==> config.mk <==
export PLATFORM = sky130hd
export DESIGN_NAME = win_addr_gen
export DESIGN_NICKNAME = d
export VERILOG_FILES = /design/src/rtl/wag_pkg.sv /design/src/rtl/win_hit.sv /design/src/rtl/addr_calc.sv /design/src/rtl/word_swap.sv /design/src/rtl/win_addr_gen.sv
export SDC_FILE = /design/constraint.sdc
export NUM_CORES = 1
export LEC_CHECK = 0
export ABC_CLOCK_PERIOD_IN_PS = 1280
export BUFFER_PORTS_ARGS = -buffer_cell sky130_fd_sc_hd__buf_2
export CAP_MARGIN = 20
export CORE_UTILIZATION = 50
export CTS_CLUSTER_DIAMETER = 150
export CTS_CLUSTER_SIZE = 8
export DETAILED_ROUTE_END_ITERATION = 16
export GPL_TIMING_DRIVEN = 0
export PLACE_DENSITY = 0.74
export SYNTH_ARGS = -nofsm -noshare
export SYNTH_HDL_FRONTEND = slang
export SYNTH_SLANG_ARGS = --single-unit
==> constraint.sdc <==
create_clock -name clk -period 1.28 [get_ports clk]
set_clock_uncertainty 0.05 [all_clocks]
set_input_delay 0.128 -clock clk [delete_from_list [all_inputs] [get_ports clk]]
set_output_delay 0.128 -clock clk [all_outputs]
set_load 0.02 [all_outputs]
==> src/rtl/wag_pkg.sv <==
package wag_pkg;
  localparam int CTRL_W     = 16;
  localparam int EN_BIT     = 0;
  localparam int FMT_LSB    = 2;
  localparam int FMT_W      = 4;
  localparam int SWAP_BIT   = 15;
  localparam int BYTE_SHIFT = 2;
  localparam logic [FMT_W-1:0] FMT_UNPACKED24 = 4'b1011;
endpackage

==> src/rtl/win_hit.sv <==
module win_hit #(
  parameter int CW = 11
) (
  input  logic          valid,
  input  logic          win_on,
  input  logic [CW-1:0] x,
  input  logic [CW-1:0] y,
  input  logic [2*CW-1:0] tl,
  input  logic [2*CW-1:0] br,
  output logic          hit,
  output logic [CW-1:0] dx,
  output logic [CW-1:0] dy,
  output logic [CW:0]   span_w
);
  function automatic logic in_span(input logic [CW-1:0] v,
                                   input logic [CW-1:0] lo,
                                   input logic [CW-1:0] hi);
    return (v >= lo) && (v <= hi);
  endfunction

  logic [CW-1:0] left, top, right, bottom;
  assign left   = tl[2*CW-1:CW];
  assign top    = tl[CW-1:0];
  assign right  = br[2*CW-1:CW];
  assign bottom = br[CW-1:0];

  assign hit    = valid && win_on && in_span(x, left, right) && in_span(y, top, bottom);
  assign dx     = x - left;
  assign dy     = y - top;
  assign span_w = {1'b0, right} - {1'b0, left} + {{CW{1'b0}}, 1'b1};
endmodule

==> src/rtl/addr_calc.sv <==
module addr_calc
  import wag_pkg::*;
#(
  parameter int CW = 11,
  parameter int AW = 32
) (
  input  logic [CW-1:0] dx,
  input  logic [CW-1:0] dy,
  input  logic [CW:0]   span_w,
  input  logic [AW-1:0] base,
  input  logic [AW-1:0] limit,
  output logic [AW-1:0] addr,
  output logic          beyond
);
  function automatic logic [AW-1:0] word_addr(input logic [AW-1:0] b,
                                              input logic [CW-1:0] row,
                                              input logic [CW-1:0] col,
                                              input logic [CW:0]   w);
    logic [AW-1:0] lin;
    lin = AW'(row) * AW'(w) + AW'(col);
    return b + (lin << BYTE_SHIFT);
  endfunction

  assign addr   = word_addr(base, dy, dx, span_w);
  assign beyond = (addr >= limit);
endmodule

==> src/rtl/word_swap.sv <==
module word_swap #(
  parameter int DW = 32
) (
  input  logic          swap_en,
  input  logic [DW-1:0] din,
  output logic [DW-1:0] dout
);
  localparam int HW = DW / 2;

  generate
    if ((DW % 2) == 0) begin : g_even
      function automatic logic [DW-1:0] halves_swapped(input logic [DW-1:0] v);
        return {v[HW-1:0], v[DW-1:HW]};
      endfunction
      assign dout = swap_en ? halves_swapped(din) : din;
    end else begin : g_odd
      logic swap_unused;
      assign swap_unused = swap_en;
      assign dout = din;
    end
  endgenerate
endmodule

==> src/rtl/win_addr_gen.sv <==
module win_addr_gen
  import wag_pkg::*;
#(
  parameter int CW = 11,
  parameter int AW = 32,
  parameter int DW = 32
) (
  input  logic              clk,
  input  logic              rst_n,
  input  logic              pix_valid,
  input  logic [CW-1:0]     pix_x,
  input  logic [CW-1:0]     pix_y,
  input  logic [2*CW-1:0]   win_tl,
  input  logic [2*CW-1:0]   win_br,
  input  logic [AW-1:0]     fb_start,
  input  logic [AW-1:0]     fb_end,
  input  logic [CTRL_W-1:0] win_ctrl,
  input  logic [DW-1:0]     fetch_data,
  output logic              rd_req,
  output logic [AW-1:0]     rd_addr,
  output logic              addr_err,
  output logic              in_win,
  output logic [DW-1:0]     pix_data
);
  // decoded control fields
  logic             win_on;
  logic             swap_on;
  logic [FMT_W-1:0] fmt_code;
  logic             ctrl_unused;
  assign fmt_code    = win_ctrl[FMT_LSB +: FMT_W];
  assign win_on      = win_ctrl[EN_BIT] && (fmt_code == FMT_UNPACKED24);
  assign swap_on     = win_ctrl[SWAP_BIT];
  assign ctrl_unused = &{1'b0, win_ctrl[CTRL_W-2:FMT_LSB+FMT_W], win_ctrl[1]};

  // stage 0: combinational decision
  logic          hit_s0;
  logic [CW-1:0] dx_s0, dy_s0;
  logic [CW:0]   span_s0;
  logic [AW-1:0] addr_s0;
  logic          beyond_s0;

  win_hit #(.CW(CW)) u_hit (
    .valid (pix_valid),
    .win_on(win_on),
    .x     (pix_x),
    .y     (pix_y),
    .tl    (win_tl),
    .br    (win_br),
    .hit   (hit_s0),
    .dx    (dx_s0),
    .dy    (dy_s0),
    .span_w(span_s0)
  );

  addr_calc #(.CW(CW), .AW(AW)) u_addr (
    .dx    (dx_s0),
    .dy    (dy_s0),
    .span_w(span_s0),
    .base  (fb_start),
    .limit (fb_end),
    .addr  (addr_s0),
    .beyond(beyond_s0)
  );

  // named events for checking
  logic req_ev_s0, err_ev_s0;
  assign req_ev_s0 = hit_s0 && !beyond_s0;
  assign err_ev_s0 = hit_s0 && beyond_s0;

  // stage 1: request; stage 2: in-window flag
  logic hit_s1;
  always_ff @(posedge clk or negedge rst_n) begin
    if (!rst_n) begin
      rd_req   <= 1'b0;
      addr_err <= 1'b0;
      rd_addr  <= '0;
      hit_s1   <= 1'b0;
      in_win   <= 1'b0;
    end else begin
      rd_req   <= req_ev_s0;
      addr_err <= err_ev_s0;
      rd_addr  <= hit_s0 ? addr_s0 : '0;
      hit_s1   <= hit_s0;
      in_win   <= hit_s1;
    end
  end

  word_swap #(.DW(DW)) u_swap (
    .swap_en(swap_on),
    .din    (fetch_data),
    .dout   (pix_data)
  );

  // a window that is off or in another format issues nothing
  p_quiet_when_off_r4: assert property (@(posedge clk) disable iff (!rst_n)
    $past(!win_on) |-> (!rd_req && !addr_err));

  // a request and an error never coincide
  p_req_err_excl_r6: assert property (@(posedge clk) disable iff (!rst_n)
    !(rd_req && addr_err));

  // every issued request stays below the buffer end
  p_below_end_r6: assert property (@(posedge clk) disable iff (!rst_n)
    rd_req |-> (rd_addr < $past(fb_end)));

  // word-aligned addresses
  p_addr_aligned_r2: assert property (@(posedge clk) disable iff (!rst_n)
    rd_req |-> (rd_addr[1:0] == 2'b00));

  // in-window flag trails the request stage by one clock
  p_flag_after_req_r3: assert property (@(posedge clk) disable iff (!rst_n)
    in_win |-> $past(rd_req || addr_err));

  // an invalid pixel yields no request next cycle
  p_idle_invalid_r9: assert property (@(posedge clk) disable iff (!rst_n)
    $past(!pix_valid) |-> (!rd_req && !addr_err));
endmodule

### Yosys cells after proc, flatten, opt, wreduce, memory -nomap -nowiden

Cells that the tools add are included.

| operators by class | value |
|---|---|
| $add $sub $neg | 6 |
| $mul | 1 |
| order comparisons | 5 |
| eq/ne operators | 1 |
| multiplexer cells | 2 |
| reductions and logical operators | 9 |

Operators with widths:

| operator | count |
|---|---|
| 32-bit 2-to-1 mux | 2 |
| 32-bit adder | 1 |
| 32-bit greater-or-equal comparator | 1 |
| 23-bit by 11-bit adder with 24-bit output | 1 |
| 11-bit by 12-bit multiplier with 23-bit output | 1 |
| 11-bit greater-or-equal comparator | 2 |
| 11-bit less-or-equal comparator | 2 |
| 11-bit subtractor | 2 |
| 12-bit by 1-bit adder with 12-bit output, second input constant | 1 |
| 11-bit by 11-bit subtractor with 12-bit output | 1 |
| 1-bit logical AND | 8 |
| 4-bit equality test, second input constant | 1 |
| 1-bit zero test | 1 |

| storage, ports and cells | value |
|---|---|
| register bits | 36 |
| word-level logic and storage cells | 29 |

### Depth between registers and ports, before layout

| logic depth | value |
|---|---|
| depth in word-level cells | 8 |
| mapped depth | 46 |
| depth with buffers taken out | 44 |

### By module

Synthesis repeated with hierarchy kept, for this count alone.

| unflattened totals | value |
|---|---|
| cell total of the unflattened synthesis | 1,239 |
| area, all modules | 10,636.5 µm² |

Modules (own cells, without submodules):

| module | times used | cells each | area an instance (µm²) | sequential area each (µm²) |
|---|---|---|---|---|
| addr_calc | 1 | 848 | 6,864.1 | 0.0 |
| win_hit | 1 | 280 | 2,085.8 | 0.0 |
| win_addr_gen | 1 | 75 | 1,142.3 | 900.9 |
| word_swap | 1 | 36 | 544.3 | 0.0 |

### Worst setup path before layout

No wires, ideal clock.

| path | value |
|---|---|
| path kind | input-to-reg |
| from | input win_br[12] |
| to | register addr_err |
| library setup time | 0.119 ns |
| arrival | 9.460 ns |
| data required time | 1.111 ns |
| path slack | -8.349 ns |
| stages on the path | 46 |
| path buffers | 2 |
| path through | inv_1 ha_1 inv_1 ha_1 fa_1 a21o_1 a21oi_1 o21bai_1 a21oi_1 o21a_1 xnor2_1 clkbuf_1 nand2_1 fa_1 fa_1 inv_1 fa_1 fa_1 [... 10 more ...] xnor2_1 ha_1 buf_2 a21oi_1 a31oi_1 o41ai_1 o2111ai_1 a31oi_1 or3_1 nand2_1 ha_1 a21o_1 a21o_1 a21oi_1 o21ai_0 a21oi_1 o31ai_1 and2_1 |

| on the way | value |
|---|---|
| cells in the longest elaborated chain, start to end | 7 |
| elaborated cells between the ends (all ways) | 11 |
| classes of those cells | add/sub: 4; mul: 1; order compare: 2; reduce/logical: 4 |

RTL lines:

| item | line | text |
|---|---|---|
| from (decl) | win_addr_gen.sv:14 | `input logic [2*CW-1:0] win_br,` |
| 11-bit by 11-bit subtractor with 12-bit output | win_hit.sv:30 | `assign span_w = {1'b0, right} - {1'b0, left} + {{CW{1'b0}}, 1'b1};` |
| 12-bit by 1-bit adder with 12-bit output | win_hit.sv:30 |  |
| 11-bit by 12-bit multiplier with 23-bit output | addr_calc.sv:20 | `lin = AW'(row) * AW'(w) + AW'(col);` |
| 23-bit by 11-bit adder with 24-bit output | addr_calc.sv:20 |  |
| 32-bit adder | addr_calc.sv:21 | `return b + (lin << BYTE_SHIFT);` |
| 32-bit greater-or-equal comparator | addr_calc.sv:25 | `assign beyond = (addr >= limit);` |
| 1-bit logical AND * | win_addr_gen.sv:68 | `assign err_ev_s0 = hit_s0 && beyond_s0;` |
| net err_ev_s0 | win_addr_gen.sv:66 | `logic req_ev_s0, err_ev_s0;` |
| to (signal assigned) | win_addr_gen.sv:81 | `addr_err <= err_ev_s0;` |
| to (decl) | win_addr_gen.sv:21 | `output logic addr_err,` |

The timed path passes the listed nets; every way through them passes the cells marked *.

### Worst setup path after layout

Ends and elaborated chain as after synthesis.

==> reports/results.tsv <==
metric	value	unit
status	finished, violations left	
failing checks	negative setup slack	
Worst Reg-to-Reg Cells	0	
Num CTS Buffers	5	
FP Rows	52	
critical path depth	47	
Final WS setup	-7780	ps
commonest non-fill, non-tap cells in the layout	buf_2 (232), inv_1 (204), ha_1 (133)	
Skew-Pair Late Insertion Delay	280	ps
fin crit period	9060	ps
DRT Wirelength	28.9	mm
routed vias/inst	5.29	
Final Max Tran Viols	0	
crit share post-route	708	%
final hold slack	55.0	ps
Worst EP required	1400	ps
simple-gate share of the synthesized area	17.4	%
fmax	110	MHz
Crit Path Max Fanout	6	
main combinational cell family by area after synthesis	adder cells	
synth warn	0	
GPL Wtd Cong	0.872	
core box area	0.0205	mm²
vias in the first global route	10110	
DRC viols	0	
hpwl dp	22.8	mm
mapped cell area	0.0106	mm²
multiplexer share of the synthesized area	3.71	%
FF+latch count, synth	36	
CP Capture Type	flip-flop	
drt pass-1 iters	5	
Die ar.	0.0217	mm²
DRT antenna net count	0	
syn nets	1753	
most common cell after layout, fill and taps aside	buf_2	
Mapped Avg Cell Area	8.24	µm²
largest net degree at the start of global routing	37	
hold-critical path depth	3	
Post-Synth Adder-Cell Area	42.0	%
vias	10014	
Area growth syn-to-layout	40.0	%
CTS tree	built	
number of synthesized flops with an enable pin	0	
fin nets	2092	
utilization after layout	72.1	%
Sink Count	36	
Synth Area in Compound Gates	13.5	%
worst min-delay path class	input pin to flip-flop	
actual transition at the worst max-transition pin	803	ps
register area share after synthesis	8.53	%
delay-heaviest family, CP	adder cells	
Initial DRC Count	403	
Slew HR	46.1	%
crit path kind	input pin to flip-flop	
setup violators final	35	
CP bufs+invs	8	
WP data arrival	9180	ps
XOR/XNOR Fraction of Synth Area	5.56	%
Root Buffer	clkbuf_16	
Distinct cells, synth	59	
Synth Flop Type	dfrtp_1	
Max stage delay on crit path	540	ps
Clock Tree Buf Depth	2	
dpl ws	-8660	ps
RSZ-0062 raised after global routing	true	
Clock H-tree levels	2	
final hold vios	0	
Buffers on Ports	236	
gr usage total	25.4	%
Critical Path Start Type	input pin	
die height	147	µm
first-pass GRT wire length	45.7	mm
Max Cap Violations	0	
share of post-route cells with drive strength above 1	39.0	%
initial antenna violation count	0	
post-route cell area	0.0148	mm²
die width	147	µm
Gate Count Post-Synth	1281	
Initial Util	51.5	%
Worst-path clk slew	60	ps
drt wl/cell	15.3	µm
async set-reset flop share out of synthesis	100	%
grt total ovfl	0	
slowest CP cell	fa_1	
# IOs	248	
area of placed instances	0.0129	mm²
## synthesized netlist by cell type, types with 2 or more instances
cell	number	area (µm²)
a2111oi_0	5	43.8
a211o_1	6	52.6
a211oi_1	11	82.6
a21boi_0	3	22.5
a21o_1	26	195
a21oi_1	70	350
a31oi_1	7	43.8
and2_1	45	282
and3_1	8	50.1
buf_1	3	11.3
buf_2	3	15.0
clkbuf_1	19	71.3
dfrtp_1	36	901
fa_1	105	2100
ha_1	186	2330
inv_1	237	890
mux2_2	33	372
mux2i_1	2	20.0
nand2_1	108	405
nand2b_1	26	163
nand3_1	21	105
nand3b_1	6	45.0
nand4_1	17	106
nor2_1	82	308
nor2b_1	15	93.8
nor3_1	24	120
nor3_2	2	20.0
nor3b_1	7	52.6
nor4_1	3	18.8
o2111ai_1	2	17.5
o211ai_1	12	90.1
o21a_1	11	82.6
o21ai_0	31	155
o21bai_1	12	90.1
o31ai_1	5	37.5
or3_1	4	25.0
xnor2_1	44	385
xor2_1	23	201
## cell families after synthesis
logic type	after synthesis
AO/OA/AOI/OAI	217
XOR/XNOR	67
adder cells (fa/ha/maj)	291
buffers and inverters	262
flip-flops	36
multiplexers	35
AND/OR/NAND/NOR	373
## layer usage
metal / share of wire (%) / GRT usage [%] / wire [µm] / vias up
met1: 42 / 31.0 / 12000 / 4711
met2: 52 / 48.0 / 15100 / 337
li1: - / - / - / 4924
met3: 4.3 / 1.83 / 1240 / 42
met5: 0 / 0 / 0 / -
met4: 1.8 / 6.65 / 533 / 0
## path summary, 6_finish.rpt
| kind | from | endpoint | slack (ps) |
|---|---|---|---|
| worst max-delay path | win_br[12] | addr_err | -7780 |
| worst min-delay path | fb_start[0] | rd_addr[0] | 60 |
| worst max register to register | hit_s1 | in_win | 770 |
| worst min register to register | hit_s1 | in_win | 300 |
| max in group asynchronous | rst_n | rd_addr[11] | 280 |
| min in group asynchronous | rst_n | addr_err | 410 |
## cell type report
type | instances | area (µm²)
multi-input combinational | 983 | 10200
fill | 1494 | 5710
antenna | 1 | 2.50
clock inverter | 1 | 7.51
clock buffer | 7 | 143
tap | 270 | 338
timing repair buffer | 334 | 2080
inverter | 237 | 932
sequential | 36 | 901
buffer | 23 | 211
## registers in the layout, summed over array words and instances (netlist names)
signal	cells
rd_addr	32
in_win	1
hit_s1	1
rd_req	1
addr_err	1
## stage by stage
step | setup TNS (ps) | cells
after detailed placement | -197660 | 1787
final | -175060 | 1892
after global placement | -193840 | 1787
after floorplan | -165130 | 1281
after global routing | -182930 | 1891
after CTS | -172080 | 1854
## repair_timing
| action | CTS | global route |
|---|---|---|
| endpoints found under the hold margin | 36 | 0 |
| setup endpoints to repair | 65 | 64 |
| buffers inserted | 59 | 39 |
| gates resized for setup | 131 | 101 |
| hold buffers | 1 | 0 |
| pin swaps | 86 | 85 |
Power is left out: the tool's default activity adds up to more than one toggle a clock period on the data nets, which glitch-free logic cannot reach.
